--- config.mk ---
export PLATFORM = sky130hd
export DESIGN_NAME = bctl_seq
export DESIGN_NICKNAME = d
export VERILOG_FILES = /design/src/rtl/bctl_pkg.sv /design/src/rtl/bctl_step_timer.sv /design/src/rtl/bctl_pattern.sv /design/src/rtl/bctl_seq.sv
export SDC_FILE = /design/constraint.sdc
export NUM_CORES = 1
export LEC_CHECK = 0
export BUFFER_PORTS_ARGS = -buffer_cell sky130_fd_sc_hd__buf_2
export CORE_ASPECT_RATIO = 0.7
export CORE_MARGIN = 2
export CORE_UTILIZATION = 29
export DETAILED_ROUTE_END_ITERATION = 10
export SYNTH_ARGS = -nofsm -noshare
export SYNTH_HDL_FRONTEND = slang
export SYNTH_HIERARCHICAL = 1
export SYNTH_SLANG_ARGS = --single-unit
--- constraint.sdc ---
create_clock -name clk -period 3.2 [get_ports clk]
set_clock_uncertainty 0.1 [all_clocks]
set_input_delay 0.64 -clock clk [delete_from_list [all_inputs] [get_ports clk]]
set_output_delay 0.64 -clock clk [all_outputs]
set_load 0.01 [all_outputs]
--- src/rtl/bctl_pkg.sv ---
package bctl_pkg;

    typedef enum logic [2:0] {
        ST_IDLE = 3'd0,
        ST_W1   = 3'd1,
        ST_W2   = 3'd2,
        ST_W3   = 3'd3,
        ST_W4   = 3'd4,
        ST_RD   = 3'd5
    } bctl_state_e;

    typedef enum logic [1:0] {
        VAR_LEGACY = 2'd0,
        VAR_DUAL   = 2'd1,
        VAR_U2     = 2'd2,
        VAR_ALT    = 2'd3
    } bctl_var_e;

endpackage

--- src/rtl/bctl_step_timer.sv ---
module bctl_step_timer #(
    parameter int STEP_W = 4
) (
    input  logic              clk,
    input  logic              rst_n,
    input  logic              restart,
    input  logic              run,
    input  logic [STEP_W-1:0] limit,
    output logic              last
);
    logic [STEP_W-1:0] cnt_q;
    logic [STEP_W-1:0] lim_eff;

    assign lim_eff = (limit == '0) ? STEP_W'(1) : limit;
    assign last    = run && (cnt_q == lim_eff - STEP_W'(1));

    always_ff @(posedge clk or negedge rst_n) begin
        if (!rst_n)              cnt_q <= '0;
        else if (restart || last) cnt_q <= '0;
        else if (run)            cnt_q <= cnt_q + STEP_W'(1);
    end


    cnt_in_range_chk: assert property (@(posedge clk) disable iff (!rst_n)
        run |-> (cnt_q < lim_eff));

endmodule

--- src/rtl/bctl_pattern.sv ---
module bctl_pattern
    import bctl_pkg::*;
#(
    parameter int DATA_W = 8
) (
    input  bctl_state_e        state,
    input  bctl_var_e          var_sel,
    input  logic               chan_b,
    input  logic [DATA_W-1:0]  data,
    output logic [DATA_W+4:0]  value
);
    localparam int PW   = DATA_W + 5;
    localparam int B_ST = DATA_W;
    localparam int B_CS = DATA_W + 1;
    localparam int B_RE = DATA_W + 2;
    localparam int B_US = DATA_W + 3;
    localparam int B_UR = DATA_W + 4;

    logic [PW-1:0] dpart;
    logic [PW-1:0] stb;
    logic [PW-1:0] cs;
    logic          cs_on;

    assign dpart = {5'b0, data};
    assign stb   = PW'(1) << B_ST;
    assign cs_on = (var_sel == VAR_DUAL) ? chan_b : 1'b1;
    assign cs    = cs_on ? (PW'(1) << B_CS) : '0;

    always_comb begin
        value = '0;
        if (var_sel == VAR_U2) begin
            unique case (state)
                ST_W1:   value = '0;
                ST_W2:   value = dpart;
                ST_W3:   value = dpart | (PW'(1) << B_US);
                ST_W4:   value = '0;
                ST_RD:   value = PW'(1) << B_UR;
                default: value = '0;
            endcase
        end else begin
            unique case (state)
                ST_W1:   value = stb | cs;
                ST_W2:   value = stb | cs | dpart;
                ST_W3:   value = cs | dpart;
                ST_W4:   value = dpart;
                ST_RD:   value = (PW'(1) << B_RE) | cs;
                default: value = '0;
            endcase
        end
    end

endmodule

--- src/rtl/bctl_seq.sv ---
module bctl_seq
    import bctl_pkg::*;
#(
    parameter int DATA_W = 8,
    parameter int STEP_W = 4
) (
    input  logic              clk,
    input  logic              rst_n,
    input  logic              wr_req,
    input  logic              rd_req,
    input  logic [DATA_W-1:0] wr_data,
    input  logic [1:0]        variant,
    input  logic              chan_b,
    input  logic [STEP_W-1:0] step_cycles,
    input  logic [DATA_W-1:0] port_in,
    output logic [DATA_W+4:0] port_q,
    output logic [DATA_W-1:0] rd_data,
    output logic              busy,
    output logic              done
);
    localparam int PW   = DATA_W + 5;
    localparam int B_ST = DATA_W;
    localparam int B_CS = DATA_W + 1;

    bctl_state_e       state_q, state_n;
    bctl_var_e         var_q, var_sel;
    logic              chb_q, chb_sel;
    logic [DATA_W-1:0] data_q, data_sel;
    logic [STEP_W-1:0] lim_q;
    logic              start;
    logic              step_last;
    logic [PW-1:0]     pat;

    assign start    = (state_q == ST_IDLE) && (wr_req || rd_req);
    assign busy     = (state_q != ST_IDLE);
    assign var_sel  = start ? bctl_var_e'(variant) : var_q;
    assign chb_sel  = start ? chan_b : chb_q;
    assign data_sel = start ? wr_data : data_q;

    bctl_step_timer #(.STEP_W(STEP_W)) u_timer (
        .clk     (clk),
        .rst_n   (rst_n),
        .restart (start),
        .run     (busy),
        .limit   (lim_q),
        .last    (step_last)
    );

    bctl_pattern #(.DATA_W(DATA_W)) u_pat (
        .state   (state_n),
        .var_sel (var_sel),
        .chan_b  (chb_sel),
        .data    (data_sel),
        .value   (pat)
    );

    always_comb begin
        state_n = state_q;
        unique case (state_q)
            ST_IDLE: begin
                if (wr_req)      state_n = ST_W1;
                else if (rd_req) state_n = ST_RD;
            end
            ST_W1: if (step_last) state_n = ST_W2;
            ST_W2: if (step_last) state_n = ST_W3;
            ST_W3: if (step_last) state_n = ST_W4;
            ST_W4: if (step_last) state_n = ST_IDLE;
            ST_RD: if (step_last) state_n = ST_IDLE;
            default: state_n = ST_IDLE;
        endcase
    end

    always_ff @(posedge clk or negedge rst_n) begin
        if (!rst_n) state_q <= ST_IDLE;
        else        state_q <= state_n;
    end

    always_ff @(posedge clk or negedge rst_n) begin
        if (!rst_n) begin
            port_q  <= '0;
            rd_data <= '0;
            done    <= 1'b0;
            var_q   <= VAR_LEGACY;
            chb_q   <= 1'b0;
            data_q  <= '0;
            lim_q   <= '0;
        end else begin
            if (start) begin
                var_q  <= bctl_var_e'(variant);
                chb_q  <= chan_b;
                data_q <= wr_data;
                lim_q  <= step_cycles;
            end
            done <= busy && (state_n == ST_IDLE);
            if (state_n != ST_IDLE)     port_q <= pat;
            else if (state_q == ST_RD)  port_q <= '0;
            if (state_q == ST_RD && step_last) rd_data <= port_in;
        end
    end


    done_pulse_chk: assert property (@(posedge clk) disable iff (!rst_n)
        done |=> !done);


    done_idle_chk: assert property (@(posedge clk) disable iff (!rst_n)
        done |-> !busy);


    rd_hold_chk: assert property (@(posedge clk) disable iff (!rst_n)
        (state_q != ST_RD) |=> $stable(rd_data));


    rd_clear_chk: assert property (@(posedge clk) disable iff (!rst_n)
        (state_q == ST_RD && step_last) |=> (port_q == '0 && done));


    u2_no_legacy_chk: assert property (@(posedge clk) disable iff (!rst_n)
        (busy && var_q == VAR_U2) |-> (!port_q[B_ST] && !port_q[B_CS]));


    cfg_hold_chk: assert property (@(posedge clk) disable iff (!rst_n)
        (busy && state_n != ST_IDLE) |=> ($stable(var_q) && $stable(data_q) && $stable(lim_q)));

endmodule

==> out/metrics.cfg <==
[worst_setup_path]
start_kind = register
critPathCaptureType = register
crit_top_cell = and3_4
worstPathArrival_ns = 3.18
path_cells = or3_4 -> and2_4 -> ha_4 -> xor2_1 -> and3_4 -> and3_4 -> o21ai_1 -> a2bb2oi_2 -> buf_6 -> buf_4 -> o41ai_2 -> inv_1 -> o221ai_1
crit_path_max_fanout = 7
rr_endpoint = port_q[0]
cp_slowest_cell = or3_4
reg2regPathDepth = 13
crit_path_end = port_q[0]
cp.required_ns = 3.31
path_depth = 13
reg2reg_from = lim_q[2]
path_buf_inv = 3
reg2reg_slack_ns = 0.13
crit_type = reg -> reg
cp_slowest_stage_delay_ns = 0.39
crit_family = simple AND/OR/NAND/NOR gates
crit_path_start = lim_q[2]

[timing]
fin_crit_ns = 3.074
clock.fmax_mhz = 325.3
maxSlewHeadroom_pct = 31.48
tns_ns = 0
setup_viol = 0
hold_viol = 0
tightest_slew_ns = 1.028
grt_setup_unrepaired = yes
slew_violations = 0
fin_crit_sh_pct = 96.06

[placement]
dp_cells = 368
dp_hpwl_mm = 3.925
placed_area_um2 = 2831
place.gp.congestion = 0.7517
port-buffer-count = 49

[cts]
numCtsBuffers = 5
htreeDepth = 2
cts_hold_buf = 0
tritoncts = built
cts_root_buf = clkbuf_16
clk_pin_slew_ns = 0.06
clockBufferDepth = 2
clock-sinks = 44
clk_latency_ns = 0.29

[logic_synthesis]
yosysSeqAreaShare_pct = 45.34
yosys.area_share.adder_pct = 1.030
synth_cell_types = 44
synth_top_family_by_area = simple AND/OR/NAND/NOR gates
synth_fp_nets = 244
synth-simple-area-share_pct = 16.95
synth_edf_count = 0
syn_area_um2 = 2429
postSynthAreaPerCell_um2 = 11.30
synth_cells = 215
synth_ff_type = dfrtp_1
synthArstFlopShare_pct = 100.0
synth-seq-cells = 44
synth.mux.area_fraction_pct = 11.08
synth_compound_area_share_pct = 14.32
synth-xor-area-share_pct = 3.452
ys_warn_count = 6

[finish]
final_layout_size_suffix_gt1_share_pct = 37.91
final_cell_mix = 50 x buf_2, 44 x dfrtp_1, 24 x inv_1, 23 x mux2_1, 17 x buf_4
fin_cells = 378
final_cell_area_um2 = 3109
diodes = 0
final_common_cell = buf_2
nets = 306
area_growth_pct = 28.03

[die]
core_area_um2 = 8006
dieWidth_um = 113.4
start_util_pct = 30.33
dieArea_um2 = 9134
die_y_um = 80.57
fp-row-count = 27
ios = 50

[drt]
dr_total_vias = 1904
drc_errors = 0
dr.first_iter.drc_count = 96
wl_mm = 5.739
firstDrtPassIters = 4
avgRoutedWirePerCell_um = 15.18
vias_per_cell = 5.037
drtAntennaViolNets = 0

[global_route]
grt_start_max_net_pins = 45
antenna_found_initial = 0
grt.total_usage_pct = 13.42
grt_pass1_wl_mm = 9.501
grt_overflow = 0
grt_pass1_vias = 1936

[run_status]
status = finished clean

[power]
combPwrFrac_pct = 59.2
powerDensity_nw_per_um2 = 1163
seq_power_share_pct = 25.9
clkPwrFrac_pct = 14.9
p_leak_nw = 1.424
switching_share_pct = 41.73
cellInternalPower_mw = 2.106
switching_power_mw = 1.509
finalPower_mw = 3.615
vdd_ir_drop_max_uv = 380.9

[worst_hold_path]
hold_path_class = reg -> reg

[run]
max_cap_violations = 0

power groups by stage:
stage / Clock (mW) / Sequential, mW / Combinational [mW]
2_1_floorplan: 0 / 0.951 / 1.36
3_3_place_gp: 0 / 0.933 / 1.83
3_5_place_dp: 0 / 0.942 / 1.86
4_1_cts: 0.557 / 0.932 / 1.88
5_1_grt: 0.585 / 0.969 / 2.33
6_report: 0.540 / 0.936 / 2.14
metrics by stage:
step                hold slack [ns]  setup WS [ns]  utilization, %
floorplan                    0.2444        0.06360               -
global placement             0.3693        0.03869           35.36
detailed placement           0.3775      -0.006803           35.36
CTS                          0.3921        0.02324           37.29
global route                 0.4106       -0.02614           38.83
finish                       0.3867         0.1262           38.83
Yosys cell counts (2+ instances only):
cell type | number | area share [%]
inv_1 | 24 | 3.7
a311oi_1 | 5 | 1.8
clkbuf_1 | 4 | 0.62
xor2_1 | 5 | 1.8
o221ai_1 | 13 | 4.7
nor4b_1 | 2 | 0.72
and2_1 | 2 | 0.52
buf_2 | 5 | 1.0
nand2_1 | 16 | 2.5
xnor2_1 | 2 | 0.72
mux2_1 | 23 | 11
nor3b_1 | 2 | 0.62
ha_1 | 2 | 1.0
nor2_1 | 5 | 0.77
dfrtp_1 | 44 | 45
buf_4 | 2 | 0.62
a21oi_1 | 2 | 0.41
nand3b_1 | 9 | 2.8
nand3_1 | 13 | 2.7
buf_8 | 2 | 1.2
o41ai_2 | 8 | 5.4
and4b_1 | 2 | 0.82
nand2b_1 | 2 | 0.52
layer usage:
metal | vias to the layer above | part of all wire, % | GRT usage [%]
met4 | 0 | 1.3 | 4.756
met3 | 7 | 5.7 | 3.849
li1 | 903 | - | -
met2 | 59 | 43 | 20.84
met5 | - | 0 | 0
met1 | 935 | 50 | 17.89
how the worst min path moves through the flow:
stage,startpoint,to,slack [ns],cells after the start
finish,rd_data[7],rd_data[7],0.39,1
global route,rd_data[7],rd_data[7],0.41,1
CTS,rd_data[7],rd_data[7],0.39,1
detailed placement,rd_data[7],rd_data[7],0.38,1
global placement,rd_data[3],rd_data[3],0.37,1
floorplan,rst_n,chb_q,0.24,0
final cells by class:
| cell class | instances | area [um^2] |
|---|---|---|
| tap | 101 | 126.4 |
| multi-input combinational | 132 | 1231 |
| inverter | 25 | 93.84 |
| sequential | 44 | 1101 |
| timing repair buffer | 69 | 404.1 |
| clock buffer | 7 | 152.6 |
| fill | 788 | 4897 |
flip-flops by register name, indices dropped and copies added (netlist names):
| register | cells |
|---|---|
| rd_data | 8 |
| state_q | 3 |
| chb_q | 1 |
| var_q | 2 |
| lim_q | 4 |
| done | 1 |
| data_q | 8 |
| port_q | 13 |
| u_timer/cnt_q | 4 |
kinds of logic after synthesis:
logic type,Yosys count
buf+inv,39
mux,24
compound gates,34
fa+ha+maj,2
flops,44
xor+xnor,8
simple gates,64
worst reg2reg max path: stages (launching register included):
cell       delay (ns)
dfrtp_1          0.38
or3_4            0.39
and2_4           0.15
ha_4             0.26
xor2_1           0.14
and3_4           0.20
and3_4           0.23
o21ai_1          0.10
a2bb2oi_2        0.16
buf_6            0.17
buf_4            0.14
o41ai_2          0.32
inv_1            0.08
o221ai_1         0.18
what timing repair did:
item                       CTS  global route
resized for setup            1            19
setup endpoints to repair    3            13
setup buffers                0             2
pin swaps                    0             7
cloned                       0             1
(Power assumes the default switching activity.)
